[config.mk]
export PLATFORM = sky130hd
export DESIGN_NAME = insort_array
export DESIGN_NICKNAME = d
export VERILOG_FILES = /design/src/rtl/insort_pkg.sv /design/src/rtl/sorter_match.sv /design/src/rtl/sorter_cell.sv /design/src/rtl/sorter_pick.sv /design/src/rtl/insort_array.sv
export SDC_FILE = /design/constraint.sdc
export NUM_CORES = 1
export LEC_CHECK = 0
export ABC_AREA = 1
export BUFFER_PORTS_ARGS = -buffer_cell sky130_fd_sc_hd__buf_4
export CAP_MARGIN = 20
export CELL_PAD_IN_SITES_DETAIL_PLACEMENT = 1
export CELL_PAD_IN_SITES_GLOBAL_PLACEMENT = 2
export CORE_MARGIN = 2
export CORE_UTILIZATION = 30
export DETAILED_ROUTE_END_ITERATION = 16
export PLACE_DENSITY = 0.75
export SYNTH_ARGS = -nofsm -noshare
export SYNTH_HDL_FRONTEND = slang
export SYNTH_SLANG_ARGS = --single-unit
[constraint.sdc]
create_clock -name clk -period 2.2 [get_ports clk]
set_input_delay 0 -clock clk [delete_from_list [all_inputs] [get_ports clk]]
set_output_delay 0 -clock clk [all_outputs]
set_load 0.05 [all_outputs]
[src/rtl/insort_pkg.sv]
package insort_pkg;

  // Per-slot action selected each cycle.
  typedef enum logic [1:0] {
    OP_HOLD = 2'd0,
    OP_LOAD = 2'd1,  // take the incoming key
    OP_UP   = 2'd2,  // take the value of the slot below (entries move upward)
    OP_DOWN = 2'd3   // take the value of the slot above (entries move downward)
  } slot_op_e;

endpackage

[src/rtl/sorter_match.sv]
// Parallel compare of both request keys against every stored slot.
module sorter_match #(
  parameter int DEPTH = 8,
  parameter int WIDTH = 8
) (
  input  logic [DEPTH-1:0][WIDTH-1:0] slot_q,
  input  logic [DEPTH-1:0]            valid_q,
  input  logic [WIDTH-1:0]            ins_data,
  input  logic [WIDTH-1:0]            del_key,
  output logic [DEPTH-1:0]            above_mask,
  output logic [DEPTH-1:0]            del_mask,
  output logic                        del_found
);

  logic [DEPTH-1:0] hit;

  for (genvar i = 0; i < DEPTH; i++) begin : g_cmp
    // Strictly greater keeps a new key above its equals.
    assign above_mask[i] = ~valid_q[i] | (slot_q[i] > ins_data);
    assign hit[i]        = valid_q[i] & (slot_q[i] == del_key);
    if (i == 0) begin : g_first
      assign del_mask[i] = hit[i];
    end else begin : g_rest
      assign del_mask[i] = del_mask[i-1] | hit[i];
    end
  end

  assign del_found = del_mask[DEPTH-1];

endmodule

[src/rtl/sorter_cell.sv]
// One slot: key register plus occupancy bit, with a four-way next-value select.
module sorter_cell
  import insort_pkg::*;
#(
  parameter int WIDTH = 8
) (
  input  logic             clk,
  input  logic             rst_n,
  input  slot_op_e         op,
  input  logic [WIDTH-1:0] ins_data,
  input  logic [WIDTH-1:0] below_data,
  input  logic             below_valid,
  input  logic [WIDTH-1:0] above_data,
  input  logic             above_valid,
  output logic [WIDTH-1:0] data_q,
  output logic             valid_q
);

  logic [WIDTH-1:0] data_d;
  logic             valid_d;
  logic             cell_en;

  always_comb begin
    data_d  = data_q;
    valid_d = valid_q;
    unique case (op)
      OP_LOAD: begin data_d = ins_data;   valid_d = 1'b1;        end
      OP_UP:   begin data_d = below_data; valid_d = below_valid; end
      OP_DOWN: begin data_d = above_data; valid_d = above_valid; end
      default: ;
    endcase
  end

  assign cell_en = (op != OP_HOLD);

  always_ff @(posedge clk or negedge rst_n) begin
    if (!rst_n) begin
      data_q  <= '0;
      valid_q <= 1'b0;
    end else if (cell_en) begin
      data_q  <= data_d;
      valid_q <= valid_d;
    end
  end

  // a slot that loads the incoming key is occupied afterwards
  assert_load_sets_valid_R2: assert property (
    @(posedge clk) disable iff (!rst_n)
    (op == OP_LOAD) |=> (valid_q && data_q == $past(ins_data))
  );

endmodule

[src/rtl/sorter_pick.sv]
// Middle-entry selector: slot count/2 among the occupied slots.
module sorter_pick #(
  parameter int DEPTH = 8,
  parameter int WIDTH = 8,
  parameter int CW    = 4
) (
  input  logic [DEPTH-1:0][WIDTH-1:0] slot_q,
  input  logic [DEPTH-1:0]            valid_q,
  input  logic [CW-1:0]               count_q,
  output logic [WIDTH-1:0]            median
);

  logic [CW-1:0] mid_idx;

  assign mid_idx = count_q >> 1;

  always_comb begin
    median = '0;
    for (int i = 0; i < DEPTH; i++) begin
      if (CW'(i) == mid_idx && valid_q[i]) median = slot_q[i];
    end
  end

endmodule

[src/rtl/insort_array.sv]
// Sorted register array with one-cycle insert, delete and combined update.
module insort_array
  import insort_pkg::*;
#(
  parameter int DEPTH = 8,
  parameter int WIDTH = 8,
  localparam int CW   = $clog2(DEPTH + 1)
) (
  input  logic                   clk,
  input  logic                   rst_n,
  input  logic                   req_valid,
  input  logic                   req_ins,
  input  logic                   req_del,
  input  logic [WIDTH-1:0]       ins_data,
  input  logic [WIDTH-1:0]       del_key,
  output logic [DEPTH*WIDTH-1:0] sorted_data,
  output logic [DEPTH-1:0]       sorted_valid,
  output logic [CW-1:0]          count,
  output logic [WIDTH-1:0]       median,
  output logic                   overflow,
  output logic                   miss
);

  localparam logic [CW-1:0] FULL_CNT = CW'(DEPTH);

  // Reset: asserted asynchronously, released on a clock edge.
  logic [1:0] rst_sync_q;
  logic       rst_i;

  always_ff @(posedge clk or negedge rst_n) begin
    if (!rst_n) rst_sync_q <= 2'b00;
    else        rst_sync_q <= {rst_sync_q[0], 1'b1};
  end
  assign rst_i = rst_sync_q[1];

  // Slot state
  logic [DEPTH-1:0][WIDTH-1:0] slot_q;
  logic [DEPTH-1:0]            valid_q;
  logic [CW-1:0]               count_q, count_d;
  logic                        ovf_q, ovf_d, miss_q, miss_d;

  // Compare masks
  logic [DEPTH-1:0] above_mask, del_mask_raw;
  logic             del_found;

  sorter_match #(.DEPTH(DEPTH), .WIDTH(WIDTH)) u_match (
    .slot_q     (slot_q),
    .valid_q    (valid_q),
    .ins_data   (ins_data),
    .del_key    (del_key),
    .above_mask (above_mask),
    .del_mask   (del_mask_raw),
    .del_found  (del_found)
  );

  // Request qualification
  logic ins_req, del_req, ins_eff, del_eff, is_full;
  logic [DEPTH:0]   m_ext;
  logic [DEPTH-1:0] d_msk;

  assign is_full = (count_q == FULL_CNT);
  assign ins_req = req_valid & req_ins;
  assign del_req = req_valid & req_del;
  assign del_eff = del_req & del_found;
  assign ins_eff = ins_req & (~is_full | del_eff);
  assign m_ext   = {ins_eff, above_mask & {DEPTH{ins_eff}}};
  assign d_msk   = del_mask_raw & {DEPTH{del_eff}};

  // Per-slot select from the two thermometer masks
  slot_op_e [DEPTH-1:0] slot_op;
  logic     [DEPTH-1:0] load_vec;

  for (genvar i = 0; i < DEPTH; i++) begin : g_slot
    logic             m_lo, d_lo, ld, up, dn;
    logic [WIDTH-1:0] bel_d, abv_d;
    logic             bel_v, abv_v;

    if (i == 0) begin : g_bottom
      assign m_lo  = 1'b0;
      assign d_lo  = 1'b0;
      assign bel_d = '0;
      assign bel_v = 1'b0;
    end else begin : g_mid_lo
      assign m_lo  = m_ext[i-1];
      assign d_lo  = d_msk[i-1];
      assign bel_d = slot_q[i-1];
      assign bel_v = valid_q[i-1];
    end

    if (i == DEPTH - 1) begin : g_top
      assign abv_d = '0;
      assign abv_v = 1'b0;
    end else begin : g_mid_hi
      assign abv_d = slot_q[i+1];
      assign abv_v = valid_q[i+1];
    end

    // New key below or at the removed slot: load at the insert point.
    // New key above the removed slot: load one place lower.
    assign ld = (m_ext[i] & ~m_lo & ~d_lo) | (d_msk[i] & ~m_ext[i] & m_ext[i+1]);
    assign up = m_lo & ~d_lo;
    assign dn = d_msk[i] & ~m_ext[i+1];
    assign load_vec[i] = ld;

    always_comb begin
      if (ld)      slot_op[i] = OP_LOAD;
      else if (up) slot_op[i] = OP_UP;
      else if (dn) slot_op[i] = OP_DOWN;
      else         slot_op[i] = OP_HOLD;
    end

    sorter_cell #(.WIDTH(WIDTH)) u_cell (
      .clk         (clk),
      .rst_n       (rst_i),
      .op          (slot_op[i]),
      .ins_data    (ins_data),
      .below_data  (bel_d),
      .below_valid (bel_v),
      .above_data  (abv_d),
      .above_valid (abv_v),
      .data_q      (slot_q[i]),
      .valid_q     (valid_q[i])
    );

    // occupied slots never fall out of ascending order
    if (i > 0) begin : g_order_chk
      assert_ascending_R2: assert property (
        @(posedge clk) disable iff (!rst_i)
        valid_q[i] |-> (valid_q[i-1] && slot_q[i] >= slot_q[i-1])
      );
    end
  end

  // Count and flags: next state
  always_comb begin
    count_d = count_q;
    unique case ({ins_eff, del_eff})
      2'b10:   count_d = count_q + 1'b1;
      2'b01:   count_d = count_q - 1'b1;
      default: count_d = count_q;
    endcase
    ovf_d  = ins_req & ~ins_eff;
    miss_d = del_req & ~del_found;
  end

  // Count and flags: registers
  always_ff @(posedge clk or negedge rst_i) begin
    if (!rst_i) begin
      count_q <= '0;
      ovf_q   <= 1'b0;
      miss_q  <= 1'b0;
    end else begin
      count_q <= count_d;
      ovf_q   <= ovf_d;
      miss_q  <= miss_d;
    end
  end

  sorter_pick #(.DEPTH(DEPTH), .WIDTH(WIDTH), .CW(CW)) u_pick (
    .slot_q  (slot_q),
    .valid_q (valid_q),
    .count_q (count_q),
    .median  (median)
  );

  assign sorted_data  = slot_q;
  assign sorted_valid = valid_q;
  assign count        = count_q;
  assign overflow     = ovf_q;
  assign miss         = miss_q;

  // registered count agrees with the occupancy bits
  assert_count_tracks_R8: assert property (
    @(posedge clk) disable iff (!rst_i)
    count_q == CW'($countones(valid_q))
  );

  // at most one slot takes the incoming key per cycle
  assert_single_load_R2: assert property (
    @(posedge clk) disable iff (!rst_i)
    $onehot0(load_vec)
  );

  // a dropped insert leaves occupancy unchanged
  assert_no_overflow_R3: assert property (
    @(posedge clk) disable iff (!rst_i)
    (ins_req && !ins_eff && !del_eff) |=> (ovf_q && $stable(valid_q) && $stable(slot_q))
  );

  // a missed delete alone changes nothing
  assert_miss_unchanged_R5: assert property (
    @(posedge clk) disable iff (!rst_i)
    (del_req && !del_found && !ins_eff) |=> (miss_q && $stable(slot_q) && $stable(valid_q))
  );

  // combined insert and delete keep the count
  assert_pair_keeps_count_R6: assert property (
    @(posedge clk) disable iff (!rst_i)
    (ins_eff && del_eff) |=> $stable(count_q)
  );

  // idle request port changes nothing
  assert_idle_holds_R9: assert property (
    @(posedge clk) disable iff (!rst_i)
    !req_valid |=> ($stable(slot_q) && $stable(valid_q) && !ovf_q && !miss_q)
  );

endmodule

; ---- Word-level counts from Yosys, hierarchy flattened
; Cells that the tools add are included.
[classes]
addsub = 2
magnitude_cmp = 8
eq_ne = 42
muxes = 48
n_bitwise = 111
n_reduce_logical = 34
[ops]
columns = op, count
row1 = $pmux W8 S3, 8
row2 = $eq A8 B8 Y1, 8
row3 = $gt A8 B8 Y1, 8
row4 = $mux W8, 8
row5 = $and A1 B1 Y1, 59
row6 = $mux W2, 23
row7 = $eq A2 B2 Y1 const B, 17
row8 = $not A1 Y1, 26
row9 = $or A1 B1 Y1, 24
row10 = $pmux W1 S3, 8
row11 = $reduce_bool A3 Y1, 8
row12 = $eq A2 B1 Y1 const B, 9
row13 = $reduce_bool A2 Y1, 9
row14 = $and A8 B8 Y8, 2
row15 = $reduce_and A2 Y1, 8
row16 = $eq A3 B3 Y1 const A, 4
row17 = $logic_and A1 B1 Y1, 8
row18 = $pmux W4 S2, 1
row19 = $eq A2 B3 Y1 const A, 2
row20 = $add A4 B1 Y4 const B, 1
row21 = $eq A4 B4 Y1 const B, 1
row22 = $logic_not A4 Y1, 1
row23 = $sub A4 B1 Y4 const B, 1
row24 = $eq A1 B3 Y1 const A, 1
[totals]
regBits = 80
in_bits = 21
out_inout_bits = 86
wordCells = 265

; ---- Logic depth before layout (Yosys ltp)
; Gate-level depths: netlist of run 1.
[depth]
ltp_word = 21
depth_mapped = 24
mapped_depth_nobuf = 22

; ---- Hierarchy
; From an unflattened synthesis of run 1, not the netlist that was laid out.
[hier_totals]
cells_unflattened = 1371
area_unflattened_um2 = 8627.0
[by_module_without_submodules]
columns = module, n_inst, cells_each, area_per_inst_um2, seq_area_each_um2
row1 = sorter_cell, 8, 86, 566.8, 225.2
row2 = sorter_match, 1, 393, 2508.7, 0.0
row3 = insort_array, 1, 172, 1021.0, 200.2
row4 = sorter_pick, 1, 118, 563.0, 0.0

; ---- Least setup slack after synthesis of run 1
; Ideal clock, no wire load.
[synth_timing]
path_type = register -> register
from = register g_slot[3].u_cell.data_q[7]
to = register g_slot[3].u_cell.data_q[6]
setup_ps = 119
t_arrival_ps = 2632
required_time_ps = 2081
setup_slack_ps = -551
path_stages_with_launch = 17
n_path_buf = 1
synth_period_minus_slack_ps = 2751
path_cell_list = dfrtp_1 -> ha_1 -> nand2_1 -> inv_1 -> a221oi_1 -> nand2_1 -> o32ai_1 -> nand2_1 -> inv_1 -> nand4_4 -> nor2_1 -> nor2_4 -> buf_6 -> nand3_1 -> nand2_1 -> nor2_1 -> nor2_1
[synth_via]
elab_chain_len = 19
elab_cells_between_ends = 35
cone_classes = order compare (1) / eq/ne (4) / mux (4) / bitwise (23) / reduce/logical (3)
[synth_lines]
columns = element, line_no
row1 = from (decl), sorter_cell.sv:15  ; output logic [WIDTH-1:0] data_q,
row2 = from (signal assigned), sorter_cell.sv:41  ; data_q <= data_d;
row3 = $eq A8 B8 Y1, sorter_match.sv:20  ; assign hit[i] = valid_q[i] & (slot_q[i] == del_key);
row4 = $and A1 B1 Y1, sorter_match.sv:20
row5 = $or A1 B1 Y1 (5 in a row), sorter_match.sv:24  ; assign del_mask[i] = del_mask[i-1] | hit[i];
row6 = $and A1 B1 Y1, insort_array.sv:64  ; assign del_eff = del_req & del_found;
row7 = $or A1 B1 Y1, insort_array.sv:65  ; assign ins_eff = ins_req & (~is_full | del_eff);
row8 = $and A1 B1 Y1, insort_array.sv:65
row9 = $and A8 B8 Y8, insort_array.sv:66  ; assign m_ext = {ins_eff, above_mask & {DEPTH{ins_eff}}};
row10 = $not A1 Y1 (on tied branches), "insort_array.sv:102, insort_array.sv:100"
row11 = $and A1 B1 Y1 (on tied branches), "insort_array.sv:102, insort_array.sv:100"
row12 = $mux W2 / $and A1 B1 Y1 (equally long branches), "insort_array.sv:108, insort_array.sv:100"
row13 = $mux W2 / $or A1 B1 Y1 (equally long branches), "insort_array.sv:107, insort_array.sv:100"
row14 = $mux W2 (*), insort_array.sv:106  ; if (ld) slot_op[i] = OP_LOAD;
row15 = $eq A2 B1 Y1 / $eq A2 B2 Y1 (equally long branches), sorter_cell.sv:26  ; unique case (op)
row16 = $reduce_bool A3 Y1 (no line), -
row17 = $reduce_and A2 Y1 (no line), -
; Every way passes the cells marked *; elsewhere a longest branch is shown, timed or not.
; A chain may end at the register's enable or synchronous reset.

; ---- Worst setup path in the final report of run 1
[layout_timing]
from = register g_slot[2].u_cell.data_q[3]
to = register g_slot[3].u_cell.data_q[3]
[layout_via]
elab_chain_len = 20
elab_cells_between_ends = 36
cone_classes = order compare (1) / eq/ne (4) / mux (4) / bitwise (24) / reduce/logical (3)
[layout_lines]
columns = element, line_no
row1 = from (decl), sorter_cell.sv:15
row2 = from (signal assigned), sorter_cell.sv:41
row3 = $eq A8 B8 Y1, sorter_match.sv:20
row4 = $and A1 B1 Y1, sorter_match.sv:20
row5 = $or A1 B1 Y1 (6 in a row), sorter_match.sv:24
row6 = $and A1 B1 Y1, insort_array.sv:64
row7 = $or A1 B1 Y1, insort_array.sv:65
row8 = $and A1 B1 Y1, insort_array.sv:65
row9 = $and A8 B8 Y8, insort_array.sv:66
row10 = $not A1 Y1 (on tied branches), "insort_array.sv:102, insort_array.sv:100"
row11 = $and A1 B1 Y1 (on tied branches), "insort_array.sv:102, insort_array.sv:100"
row12 = $mux W2 / $and A1 B1 Y1 (equally long branches), "insort_array.sv:108, insort_array.sv:100"
row13 = $mux W2 / $or A1 B1 Y1 (equally long branches), "insort_array.sv:107, insort_array.sv:100"
row14 = $mux W2, insort_array.sv:106
row15 = $eq A2 B1 Y1 / $eq A2 B2 Y1 (equally long branches), sorter_cell.sv:26
row16 = $reduce_bool A3 Y1 (no line), -
row17 = $reduce_and A2 Y1 (no line), -
; Several ways; a longest one is shown, not always the timed one.

==> summary.txt, run 1 <==
STA
  • Fin. max-slew vios: 0
  • Tmin final: between 3 and 4 ns
  • Hold Worst Slack: 0.0663 ns
  • Rel. slew slack: 59.5%
  • Max frequency: 320 MHz
  • Setup-failing EPs final: 84
  • Worst Skew: between 0.01 and 0.015 ns
  • Post-route setup TNS: -54.08 ns
  • Unrepaired setup endpoints after global routing: yes
  • Period utilisation layout: 142%
  • Worst setup margin: -0.921 ns
  • Final hold violations: 0
  • Worst-margin pin slew: approximately 0.61 ns

Floorplanning
  • FP Rows: 60
  • Die W: 170 um
  • Total core area: 27,000 um^2
  • IO Pins: 107
  • Die ar.: 29,000 um^2
  • Die Y: about 170 um
  • Starting Density: between 30% and 40%

Synthesis
  • FF+latch count, synth: 80
  • Post-Synthesis Cell Area: 8300 um^2
  • Post-synth EDFFs: 0
  • Synth Flop Type: dfrtp_1
  • Post-Syn Instances: roughly 1,200
  • Sequential area share after synthesis: approximately 24%
  • Synthesized area per cell: 6.94 um^2
  • Ys async rst share: 100%
  • Syn_nets: 1,284
  • Synthesis warning total: 0
  • Yosys cell types: 50

Global routing
  • GRT overflow: 0
  • GRT busiest layer: met2
  • Initial antenna violation count: 0
  • Met2 usage: 61.5%
  • First-pass GRT wire length: 81.8 mm
  • Tot GR Track Use: 38.3%
  • M3 GR Usage: 7.12%
  • Number of global-route vias before repair: 13,000
  • Met1 usage: around 48%
  • Largest net degree at the start of global routing: 41

Detailed routing
  • Post-Route WL: 60.8 mm
  • Initial detailed-routing violation count: 1,117
  • Remaining antenna violation count: 0
  • Average wire per standard cell: 29.2 um
  • 1st-pass router iterations: 5
  • DR vias: 12,500
  • Drt via density: 6.01
  • DRC: 0

Layout
  • # diodes: 0
  • Final Cell Area: 15,800 um^2
  • Most frequent cells in the layout: 421 x buf_4, 223 x nand2_1, 98 x nand3_2, 88 x nor2_1, 88 x buf_6
  • # nets final: 1,824
  • Share of cells above drive strength 1: between 60% and 70%
  • Fin cells: 2,081
  • Layout area overhead: 90.8%
  • Commonest non-fill, non-tap cell in the layout: buf_4

Clock tree
  • Clk buf depth: 2
  • Total CTS buffers: 9
  • Sink count of the clock tree: 80
  • Clk_lat worst skew: 0.38 ns
  • H-tree depth: 3
  • CTS tree: done
  • Clk pin slew, worst setup/hold paths: 0.07 ns
  • Clk root buf: clkbuf_16

Run
  • Max cap viols: 0

Power and ir drop
  • Switching pwr: 13,700 uW
  • Worst vdd ir: around 720 uV
  • Comb power frac: 79.6%
  • P_int: between 10,000 and 15,000 uW
  • Clock share of power: about 7.3%
  • Pwr/cell area: 1550 nW/um^2
  • Part of the power in registers: 13.1%
  • Sw Ratio: between 50% and 60%
  • Leakage power: between 0.007 and 0.008 uW

Status
  • Failing checks: negative setup slack
  • Status: finished with violations

Placement
  • I/O Buffers: 106
  • Cell count after placement: slightly below 2,000
  • Placer's final routability congestion estimate: 0.965
  • HPWL Detailed: roughly 37 mm
  • Area after DPL: 12,400 um^2

Critical path
  • CP required: 2.41 ns
  • CP Launch Type: flop
  • Critical-path maximum fanout: 5
  • Crit path kind: reg -> reg
  • CP Capture Type: flop
  • Arrival @ worst endpoint: roughly 3.3 ns

Min path
  • Worst min-delay path category: in -> reg
-- power by group through the flow --
| stage | Clock, uW | Combinational [uW] | Sequential [uW] |
|---|---|---|---|
| 2_1_floorplan | 0 | 5540 | 5290 |
| 3_3_place_gp | 0 | 14500 | 3070 |
| 3_5_place_dp | 0 | 14800 | 3110 |
| 4_1_cts | 1760 | 17300 | 3090 |
| 5_1_grt | 1830 | 20200 | 3260 |
| 6_report | 1790 | 19600 | 3230 |
-- final cells by class --
class | instances | area [um^2]
Clock buffer | 11 | 243
Clock inverter | 5 | 80.1
Fill cell | 3161 | 11200
Inverter | 144 | 603
Multi-Input combinational cell | 943 | 7320
Sequential cell | 80 | 2080
Tap cell | 341 | 427
Timing Repair Buffer | 556 | 5070
Timing Repair inverter | 1 | 7.51
-- metrics by stage --
| stage | total power [uW] | util (%) | worst slack (ns) |
|---|---|---|---|
| 3_5_place_dp | 18000 | 45.8 | -0.673 |
| 6_report | 24600 | 58.6 | -0.921 |
| 4_1_cts | 22200 | 55.3 | -0.566 |
| 2_1_floorplan | 10800 | - | -0.333 |
| 5_1_grt | 25300 | 58.6 | -0.899 |
| 3_3_place_gp | 17600 | 45.8 | -0.644 |
-- flip-flops by register name, summed over array words and instances, names as in the netlist --
signal,cells
g_slot.u_cell.data_q,64
count,4
rst_sync_q,2
miss,1
overflow,1
g_slot.u_cell.valid_q,8
-- synth_stat cells, types with 2 or more instances --
cell,instances,area [um^2]
nor2_1,122,458
nand3b_1,2,15.0
nand4_1,70,438
o21ai_1,8,40.0
ha_1,67,838
buf_6,8,90.1
nand2_2,13,81.3
o2111ai_1,10,87.6
a221oi_1,3,26.3
o21ai_0,25,125
clkbuf_1,6,22.5
xor2_1,10,87.6
nor2_8,4,80.1
o221ai_1,8,70.1
dfrtp_1,80,2000
nor2_2,6,37.5
inv_2,24,90.1
a211oi_1,4,30.0
nand4_2,5,62.6
nand4_4,7,149
or2_0,3,18.8
o211ai_1,9,67.6
nor3_1,5,25.0
buf_4,14,105
nand2_1,293,1100
nand3_1,143,716
inv_1,119,447
nor3_2,2,20.0
o22ai_1,11,68.8
nor2_4,17,191
nor4_1,4,25.0
nand2_4,5,56.3
xnor2_1,7,61.3
buf_2,7,35.0
nand3_2,9,90.1
a2111oi_0,6,52.6
a21oi_1,46,230
-- layer usage --
layer  vias up  part of all wire [%]
met3       334                   8.8
met5         -                     0
li1       5163                     -
met4         0                   8.2
met1      6191                    38
met2       812                    45
-- worst paths after layout --
check | from | endpoint | slack, ns | cells after the start
worst min-delay path | req_valid | overflow | 0.07 | 3
worst min register to register | rst_sync_q[1] | g_slot[4].u_cell.data_q[2] | 0.15 | 0
min in group asynchronous | rst_sync_q[1] | g_slot[4].u_cell.data_q[2] | 0.15 | 0
worst max-delay path | g_slot[2].u_cell.data_q[3] | g_slot[3].u_cell.data_q[3] | -0.92 | 14
worst max register to register | g_slot[2].u_cell.data_q[3] | g_slot[3].u_cell.data_q[3] | -0.92 | 14
max in group asynchronous | rst_sync_q[1] | g_slot[0].u_cell.data_q[5] | 1.30 | 1
-- kinds of logic (layout without fill, tap and decap cells) --
group / count (synthesis) / after routing / share of synthesized area [%]
and+or+nand+nor: 712 / 721 / 43.4
xor gates and xnor gates: 17 / 17 / 1.79
AOI/OAI and AO/OA: 136 / 136 / 10.5
adders and majority gates: 68 / 68 / 10.3
buffers and inverters: 181 / 717 / 9.88
DFF: 80 / 80 / 24.1
other: 1 / 1 / 0.0452
-- what timing repair did --
action / in CTS / in global routing
gates resized for setup: 300 / 180
setup endpoints to repair: 84 / 85
endpoints found under the hold margin: 3 / 0
pin swaps: 122 / 167
hold buffers: 4 / 0
buffers inserted: 90 / 42
gates cloned: 15 / 1
-- worst max-delay path, cell delays in order (launching register included) --
cell and delay, ns:
dfrtp_2 0.44, buf_4 0.20, ha_1 0.33, nand2_1 0.11
o21ai_0 0.31, nand2_1 0.10, o211ai_1 0.13, a21oi_2 0.11
inv_1 0.20, nand4_1 0.30, nand2_2 0.26, inv_4 0.08
buf_12 0.14, nand3_2 0.07, nand4_1 0.16
No activity file was read; power rests on OpenSTA's default activity.
==> run 2, diff against run 1 <==
--- a/config.mk
+++ b/config.mk
@@ -14,6 +14,7 @@
 export CORE_UTILIZATION = 30
 export DETAILED_ROUTE_END_ITERATION = 16
 export PLACE_DENSITY = 0.75
+export REMOVE_ABC_BUFFERS = 1
 export SYNTH_ARGS = -nofsm -noshare
 export SYNTH_HDL_FRONTEND = slang
 export SYNTH_SLANG_ARGS = --single-unit
==> run 2 against run 1 <==
  * Setup slack improved by 0.20 ns
  * Maximum frequency rose by 6.9%
  * Sequential power fell by 4%
  * The flow still finishes with violations (negative setup slack)
  * Die area did not move
  * Combinational power fell by 8%
  * First-iteration DRC count fell by 23%
  * Largest cell class unchanged
  * Routed wire length fell by 13%
  * Cell area fell by 6.0%
  * Highest routed layer unchanged
  * Clock skew fell by 0.0044 ns
  * Critical path type unchanged
==> summary.txt, run 2 (synthesized netlist as in run 1, its figures left out) <==
Critical path
  • Worst Path Buf+Inv: 5 (+1)
  • CP startpoint: g_slot[1].u_cell.data_q[0]
  • Critical-path maximum fanout: 7 (+2)
  • CP Capture Type: flop
  • Slowest Stage Delay on Critical Path: 0.48 ns (+0.04 ns)
  • Critical-path cell list: inv_1, nand2_1, nand3_1, nor3_2, nand2_2, nand4_4, nor2_4, nand4_4, nand2_4, buf_12, inv_4, nand2_4, buf_4, inv_6, nor2_4, nor2_4, nand3_1, nand2_1, nor2_2, nor2_1
  • CP Launch Type: flop
  • R2r setup slk: -0.72 ns (+0.20 ns)
  • Reg-to-reg startpoint: g_slot[1].u_cell.data_q[0]
  • Slowest-stage cell, CP: dfrtp_1
  • Arrival @ worst endpoint: 3.22 ns (-0.11 ns)
  • Crit path top cell by count: nor2_4
  • Crit-path leading delay family: simple AND/OR/NAND/NOR gates
  • Crit path kind: reg -> reg
  • CP required: 2.50 ns (+0.09 ns)

Run
  • Max cap viols: 0 (unchanged)

Power and ir drop
  • Total power draw: 22,800 uW (-7.3%)
  • Pwr/cell area: 1530 nW/um^2 (-1.3%)
  • Worst vdd ir: 1570 uV (+120%)
  • Leakage power: 0.00710 uW (-3.8%)

STA
  • Unrepaired setup endpoints after global routing: yes
  • Worst setup margin: -0.719 ns (+0.202 ns)
  • Post-route setup TNS: -43.24 ns (+10.83 ns)
  • Fin. max-slew vios: 0 (unchanged)
  • Worst-margin pin slew: 0.562 ns (-0.0458 ns)
  • Worst Skew: 0.00921 ns (-0.00438 ns)
  • Period utilisation layout: 133% (-9.2 points)
  • Tmin final: 2.92 ns (-0.202 ns)
  • Final hold violations: 0 (unchanged)
  • Rel. slew slack: 62.6% (+3.1 points)
  • Setup-failing EPs final: 84 (unchanged)
  • Max frequency: 343 MHz (+6.9%)

Detailed routing
  • 1st-pass router iterations: 5 (unchanged)
  • Remaining antenna violation count: 0 (unchanged)
  • DR vias: 11,700 (-6.4%)
  • Post-Route WL: 52.8 mm (-13%)
  • Average wire per standard cell: 25.8 um (-12%)
  • Initial detailed-routing violation count: 865 (-23%)
  • DRC: 0 (unchanged)
  • Drt via density: 5.72 (-4.8%)

Placement
  • Placer's final routability congestion estimate: 0.985 (+2.0%)
  • HPWL Detailed: 36.3 mm (-2.5%)
  • I/O Buffers: 106 (unchanged)

Status
  • Status: finished with violations
  • Failing checks: negative setup slack

Min path
  • Worst min-delay path category: in -> reg
  • Hold Crit Start: req_ins

Layout
  • Max reg flops: 64 (unchanged)
  • # fillers: 3,275 (+3.6%)
  • # nets final: 1,790 (-1.9%)
  • # diodes: 0 (unchanged)
  • Largest Register: g_slot.u_cell.data_q
  • Layout area overhead: 79.3%
  • Commonest non-fill, non-tap cell in the layout: buf_4
  • Share of cells above drive strength 1: 53.4% (-6.9 points)
  • Most frequent cells in the layout: 427 x buf_4, 228 x nand2_1, 91 x inv_1, 87 x nor2_1, 75 x nand3_1

Floorplanning
  • Total core area: 27,000 um^2 (unchanged)
  • Die W: 170 um (unchanged)
  • Starting Density: 30.7% (unchanged)
  • IO Pins: 107 (unchanged)
  • Die Y: 170 um (unchanged)
  • Die ar.: 29,000 um^2 (unchanged)
  • FP Rows: 60 (unchanged)

Global routing
  • Largest net degree at the start of global routing: 33 (-20%)
  • GRT overflow: 0 (unchanged)
  • Number of global-route vias before repair: 11,800 (-9.4%)
  • Tot GR Track Use: 34.0% (-4.3 points)
  • First-pass GRT wire length: 72.7 mm (-11%)
  • Initial antenna violation count: 0 (unchanged)

Clock tree
  • Clk_lat worst skew: 0.37 ns (about the same)
  • Total CTS buffers: 9 (unchanged)
  • Clk buf depth: 2 (unchanged)
  • Clk root buf: clkbuf_16
  • Sink count of the clock tree: 80 (unchanged)
  • Clk pin slew, worst setup/hold paths: 0.07 ns (about the same)
  • CTS tree: done
  • H-tree depth: 3 (unchanged)
run 2: cell types whose count changed in the layout (fill, tap and decap cells not counted), moves of 7 or more:
cell / delta
buf_12: -13
buf_6: -24
dfrtp_1: +46
dfrtp_2: -46
inv_1: +7
inv_2: -9
nand2_2: -11
nand2_4: +7
nand3_1: +39
nand3_2: -35
nor2_4: +7
run 2: stage by stage:
stage / setup WS, ns / hold slack (ns) / utilization, % / area [um^2] / instances
global placement: -0.589 / -0.217 / 43.9 / 11900 / 1930
global route: -0.821 / 0.0615 / 55.1 / 14900 / 2047
finish: -0.719 / 0.0532 / 55.1 / 14900 / 2047
floorplan: -0.660 / -0.296 / - / 8020 / 1158
detailed placement: -0.665 / -0.215 / 43.9 / 11900 / 1930
CTS: -0.458 / 0.0432 / 50.4 / 13600 / 2008
run 2: what timing repair did:
action                                  in CTS  in global routing
resized for setup                          223                247
pin swaps                                   71                116
endpoints found under the setup margin      84                 85
hold buffers                                 4                  0
hold endpoints to repair                     3                  0
buffers inserted                            46                 44
cloned                                      12                  2
run 2: metal layers:
metal / global-route usage [%] / share of wire (%) / vias up
met4: 19.0 / 7.6 / 0
li1: - / - / 5109
met1: 41.2 / 38 / 5800
met3: 4.47 / 6.5 / 238
met2: 58.0 / 47 / 556
met5: 0 / 0 / -
run 2: path summary, 6_finish.rpt:
path / to / depth (start not counted)
worst min-delay path: overflow / 3
max in group asynchronous: g_slot[6].u_cell.data_q[7] / 1
worst max-delay path: g_slot[1].u_cell.data_q[1] / 20
worst max register to register: g_slot[1].u_cell.data_q[1] / 20
min in group asynchronous: g_slot[7].u_cell.data_q[6] / 0
worst min register to register: g_slot[7].u_cell.data_q[6] / 0
run 2: layout make-up:
| cell class | instances | area (um^2) | area share (%) |
|---|---|---|---|
| multi-input combinational | 945 | 7060 | 47.4 |
| timing repair buffer | 520 | 4460 | 30.0 |
| sequential | 80 | 2020 | 13.6 |
| inverter | 144 | 621 | 4.17 |
| tap | 341 | 427 | 2.87 |
| clock buffer | 12 | 256 | 1.72 |
| clock inverter | 4 | 28.8 | 0.193 |
| timing repair inverter | 1 | 7.51 | 0.0505 |
run 2: worst reg2reg max path: stages, from the launching register on:
cell	delay, ns
dfrtp_1	0.48
inv_1	0.10
nand2_1	0.08
nand3_1	0.12
nor3_2	0.19
nand2_2	0.14
nand4_4	0.14
nor2_4	0.06
nand4_4	0.13
nand2_4	0.10
buf_12	0.16
inv_4	0.07
nand2_4	0.09
buf_4	0.18
inv_6	0.09
nor2_4	0.05
nor2_4	0.21
nand3_1	0.15
nand2_1	0.16
nor2_2	0.06
nor2_1	0.08
run 2: where the power goes:
group | total [uW] | switching [uW] | internal, uW | leakage [uW]
clock network | 1580 | 749 | 830 | 0.000135
logic | 18100 | 11000 | 7170 | 0.00603
registers | 3090 | 917 | 2180 | 0.000937
total | 22800 | 12600 | 10200 | 0.00710
==> run 3, diff against run 2 <==
--- a/config.mk
+++ b/config.mk
@@ -11,9 +11,9 @@
 export CELL_PAD_IN_SITES_DETAIL_PLACEMENT = 1
 export CELL_PAD_IN_SITES_GLOBAL_PLACEMENT = 2
 export CORE_MARGIN = 2
-export CORE_UTILIZATION = 30
+export CORE_UTILIZATION = 33
 export DETAILED_ROUTE_END_ITERATION = 16
-export PLACE_DENSITY = 0.75
+export PLACE_DENSITY = 0.78
 export REMOVE_ABC_BUFFERS = 1
 export SYNTH_ARGS = -nofsm -noshare
 export SYNTH_HDL_FRONTEND = slang
==> constraint.sdc (replaced) <==
create_clock -name clk -period 3.35 [get_ports clk]
set_input_delay 0 -clock clk [delete_from_list [all_inputs] [get_ports clk]]
set_output_delay 0 -clock clk [all_outputs]
set_load 0.05 [all_outputs]
==> run 3 against run 2 <==
  * Maximum frequency decreased by 7.0%
  * Combinational power decreased by 57%
  * Critical path type unchanged
  * Global-route usage decreased by 0.90 points
  * Non-clock buffer count decreased by 313
  * Clock skew about the same
  * Power decreased by 51%
  * Sequential power decreased by 28%
  * The flow now finishes without violations
  * Die area decreased by 8.9%
  * Cell area decreased by 30%
  * Critical path depth decreased by 3
==> summary.txt, run 3 (synthesized netlist as in run 1, its figures left out) <==
Critical path
  • CP Capture Type: flop
  • Arrival @ worst endpoint: 3.39 ns (+0.17 ns)
  • Crit path top cell by count: nand2_1
  • Slowest-stage cell, CP: dfrtp_1
  • CP Launch Type: flop
  • Critical-path cell list: nor2_1, nor2_1, o2111ai_1, nor3_1, nand2_1, nand4_4, nand2_4, nand2_4, nand3_2, nor2_2, inv_1, nand2_2, nand2_1, nand2_1, nand3_1, nand2_1, inv_1
  • Slowest Stage Delay on Critical Path: 0.59 ns (+0.11 ns)
  • CP required: 3.60 ns (+1.10 ns)
  • Crit path kind: reg -> reg
  • Critical-path maximum fanout: 21 (+14)

STA
  • Fin. max-slew vios: 0 (unchanged)
  • Worst Skew: 0.00890 ns (-0.000301 ns)
  • Max frequency: 319 MHz (-7.0%)
  • Setup-failing EPs final: 0 (-100%)
  • Final hold violations: 0 (unchanged)
  • Worst setup margin: 0.213 ns (+0.931 ns)
  • Worst-margin pin slew: 1.02 ns (+0.456 ns)
  • Period utilisation layout: 93.6% (-39 points)
  • Post-route setup TNS: 0 ns (+43.24 ns)
  • Tmin final: 3.14 ns (+0.219 ns)
  • Rel. slew slack: 30.4% (-32 points)

Floorplanning
  • Total core area: 25,000 um^2 (-7.6%)
  • IO Pins: 107 (unchanged)
  • Starting Density: 33.2% (+2.5 points)
  • Die W: 163 um (-4.5%)
  • Die Y: 163 um (-4.5%)
  • FP Rows: 58 (-3.3%)
  • Die ar.: 26,400 um^2 (-8.9%)

Clock tree
  • Sink count of the clock tree: 80 (unchanged)
  • Clk root buf: clkbuf_16
  • Total CTS buffers: 9 (unchanged)
  • H-tree depth: 3 (unchanged)
  • CTS tree: done
  • Clk_lat worst skew: 0.36 ns (about the same)
  • Clk buf depth: 2 (unchanged)
  • Clk pin slew, worst setup/hold paths: 0.07 ns (about the same)

Run
  • Max cap viols: 0 (unchanged)

Placement
  • Cell count after placement: 1,688 (-13%)
  • Placer's final routability congestion estimate: 0.889 (-9.7%)
  • DP Worst Slack: 0.163 ns (+0.828 ns)
  • HPWL Detailed: 33.2 mm (-8.6%)
  • I/O Buffers: 106 (unchanged)

Detailed routing
  • Drt via density: 5.64 (-1.3%)
  • Post-Route WL: 43.1 mm (-18%)
  • 1st-pass router iterations: 5 (unchanged)
  • Remaining antenna violation count: 0 (unchanged)
  • DR vias: 9,661 (-17%)
  • Initial detailed-routing violation count: 842 (-2.7%)
  • Average wire per standard cell: 25.2 um (-2.4%)
  • DRC: 0 (unchanged)

Layout
  • Max reg flops: 64 (unchanged)
  • Share of cells above drive strength 1: 23.2% (-30 points)
  • # nets final: 1,465 (-18%)
  • Most frequent cells in the layout: 293 x nand2_1, 196 x buf_4, 143 x nand3_1, 122 x nor2_1, 119 x inv_1
  • Commonest non-fill, non-tap cell in the layout: nand2_1
  • Fin cells: 1,712 (-16%)
  • Layout area overhead: 25.8%
  • Largest Register: g_slot.u_cell.data_q

Power and ir drop
  • Leakage power: 0.00515 uW (-28%)
  • Pwr/cell area: 1080 nW/um^2 (-30%)
  • Worst vdd ir: 878 uV (-44%)

Status
  • Status: completed

Min path
  • Worst min-delay path category: in -> reg

Global routing
  • First-pass GRT wire length: 63.9 mm (-12%)
  • Tot GR Track Use: 33.1% (-0.90 points)
  • Number of global-route vias before repair: 9,840 (-16%)
  • Largest net degree at the start of global routing: 39 (+18%)
  • GRT overflow: 0 (unchanged)
  • Initial antenna violation count: 1 (+1)
## run 3: layout make-up
| cell class | count | area, um^2 |
|---|---|---|
| fill | 3228 | 14500 |
| multi-input combinational | 934 | 5480 |
| sequential | 80 | 2010 |
| timing repair buffer | 207 | 1660 |
| inverter | 144 | 543 |
| tap | 330 | 413 |
| clock buffer | 10 | 239 |
| clock inverter | 6 | 91.3 |
| antenna | 1 | 2.50 |
## run 3: path summary, 6_finish.rpt
check	startpoint	to	cells after the start	slack, ns
max	g_slot[5].u_cell.data_q[7]	g_slot[1].u_cell.data_q[6]	17	0.21
min	ins_data[3]	g_slot[3].u_cell.data_q[3]	3	0.05
max reg2reg	g_slot[5].u_cell.data_q[7]	g_slot[1].u_cell.data_q[6]	17	0.21
min reg2reg	rst_sync_q[1]	g_slot[6].u_cell.data_q[2]	0	0.33
max in group asynchronous	rst_sync_q[1]	g_slot[4].u_cell.data_q[6]	1	2.37
min in group asynchronous	rst_sync_q[1]	g_slot[6].u_cell.data_q[2]	0	0.33
## run 3: power by group
part	switching, uW	total [uW]	internal, uW
Clock	491	1170	680
Combinational	5360	7820	2460
Sequential	835	2240	1410
Total	6690	11200	4540
## run 3: metal layers
layer	wire length [um]	global-route usage, %
met1	18500	43.6
met3	2920	6.04
met4	1320	10.4
met2	20300	55.0
met5	0	0
## run 3: through the flow
| stage | power, uW | area (um^2) | util [%] | hold slack (ns) |
|---|---|---|---|---|
| after floorplan | 6710 | 8020 | - | -0.296 |
| after global placement | 9850 | 9990 | 40.0 | -0.216 |
| after detailed placement | 9950 | 10000 | 40.1 | -0.215 |
| after CTS | 11100 | 10400 | 41.6 | 0.0332 |
| after global routing | 11900 | 10400 | 41.8 | 0.0442 |
| final | 11200 | 10400 | 41.8 | 0.0450 |
## run 3: repair_timing
action / CTS / global route
endpoints found under the hold margin: 3 / 0
hold buffers: 4 / 0
buffers inserted: 0 / 3
gates resized for setup: 0 / 1
endpoints found under the setup margin: 0 / 36
## run 3: worst max-delay path, delay by kind of cell, from the launching register on
family	cells	cell delay (ns)
and+or+nand+nor	14	2.15
AOI/OAI and AO/OA	1	0.12
buffers and inverters	2	0.15
DFF	1	0.59
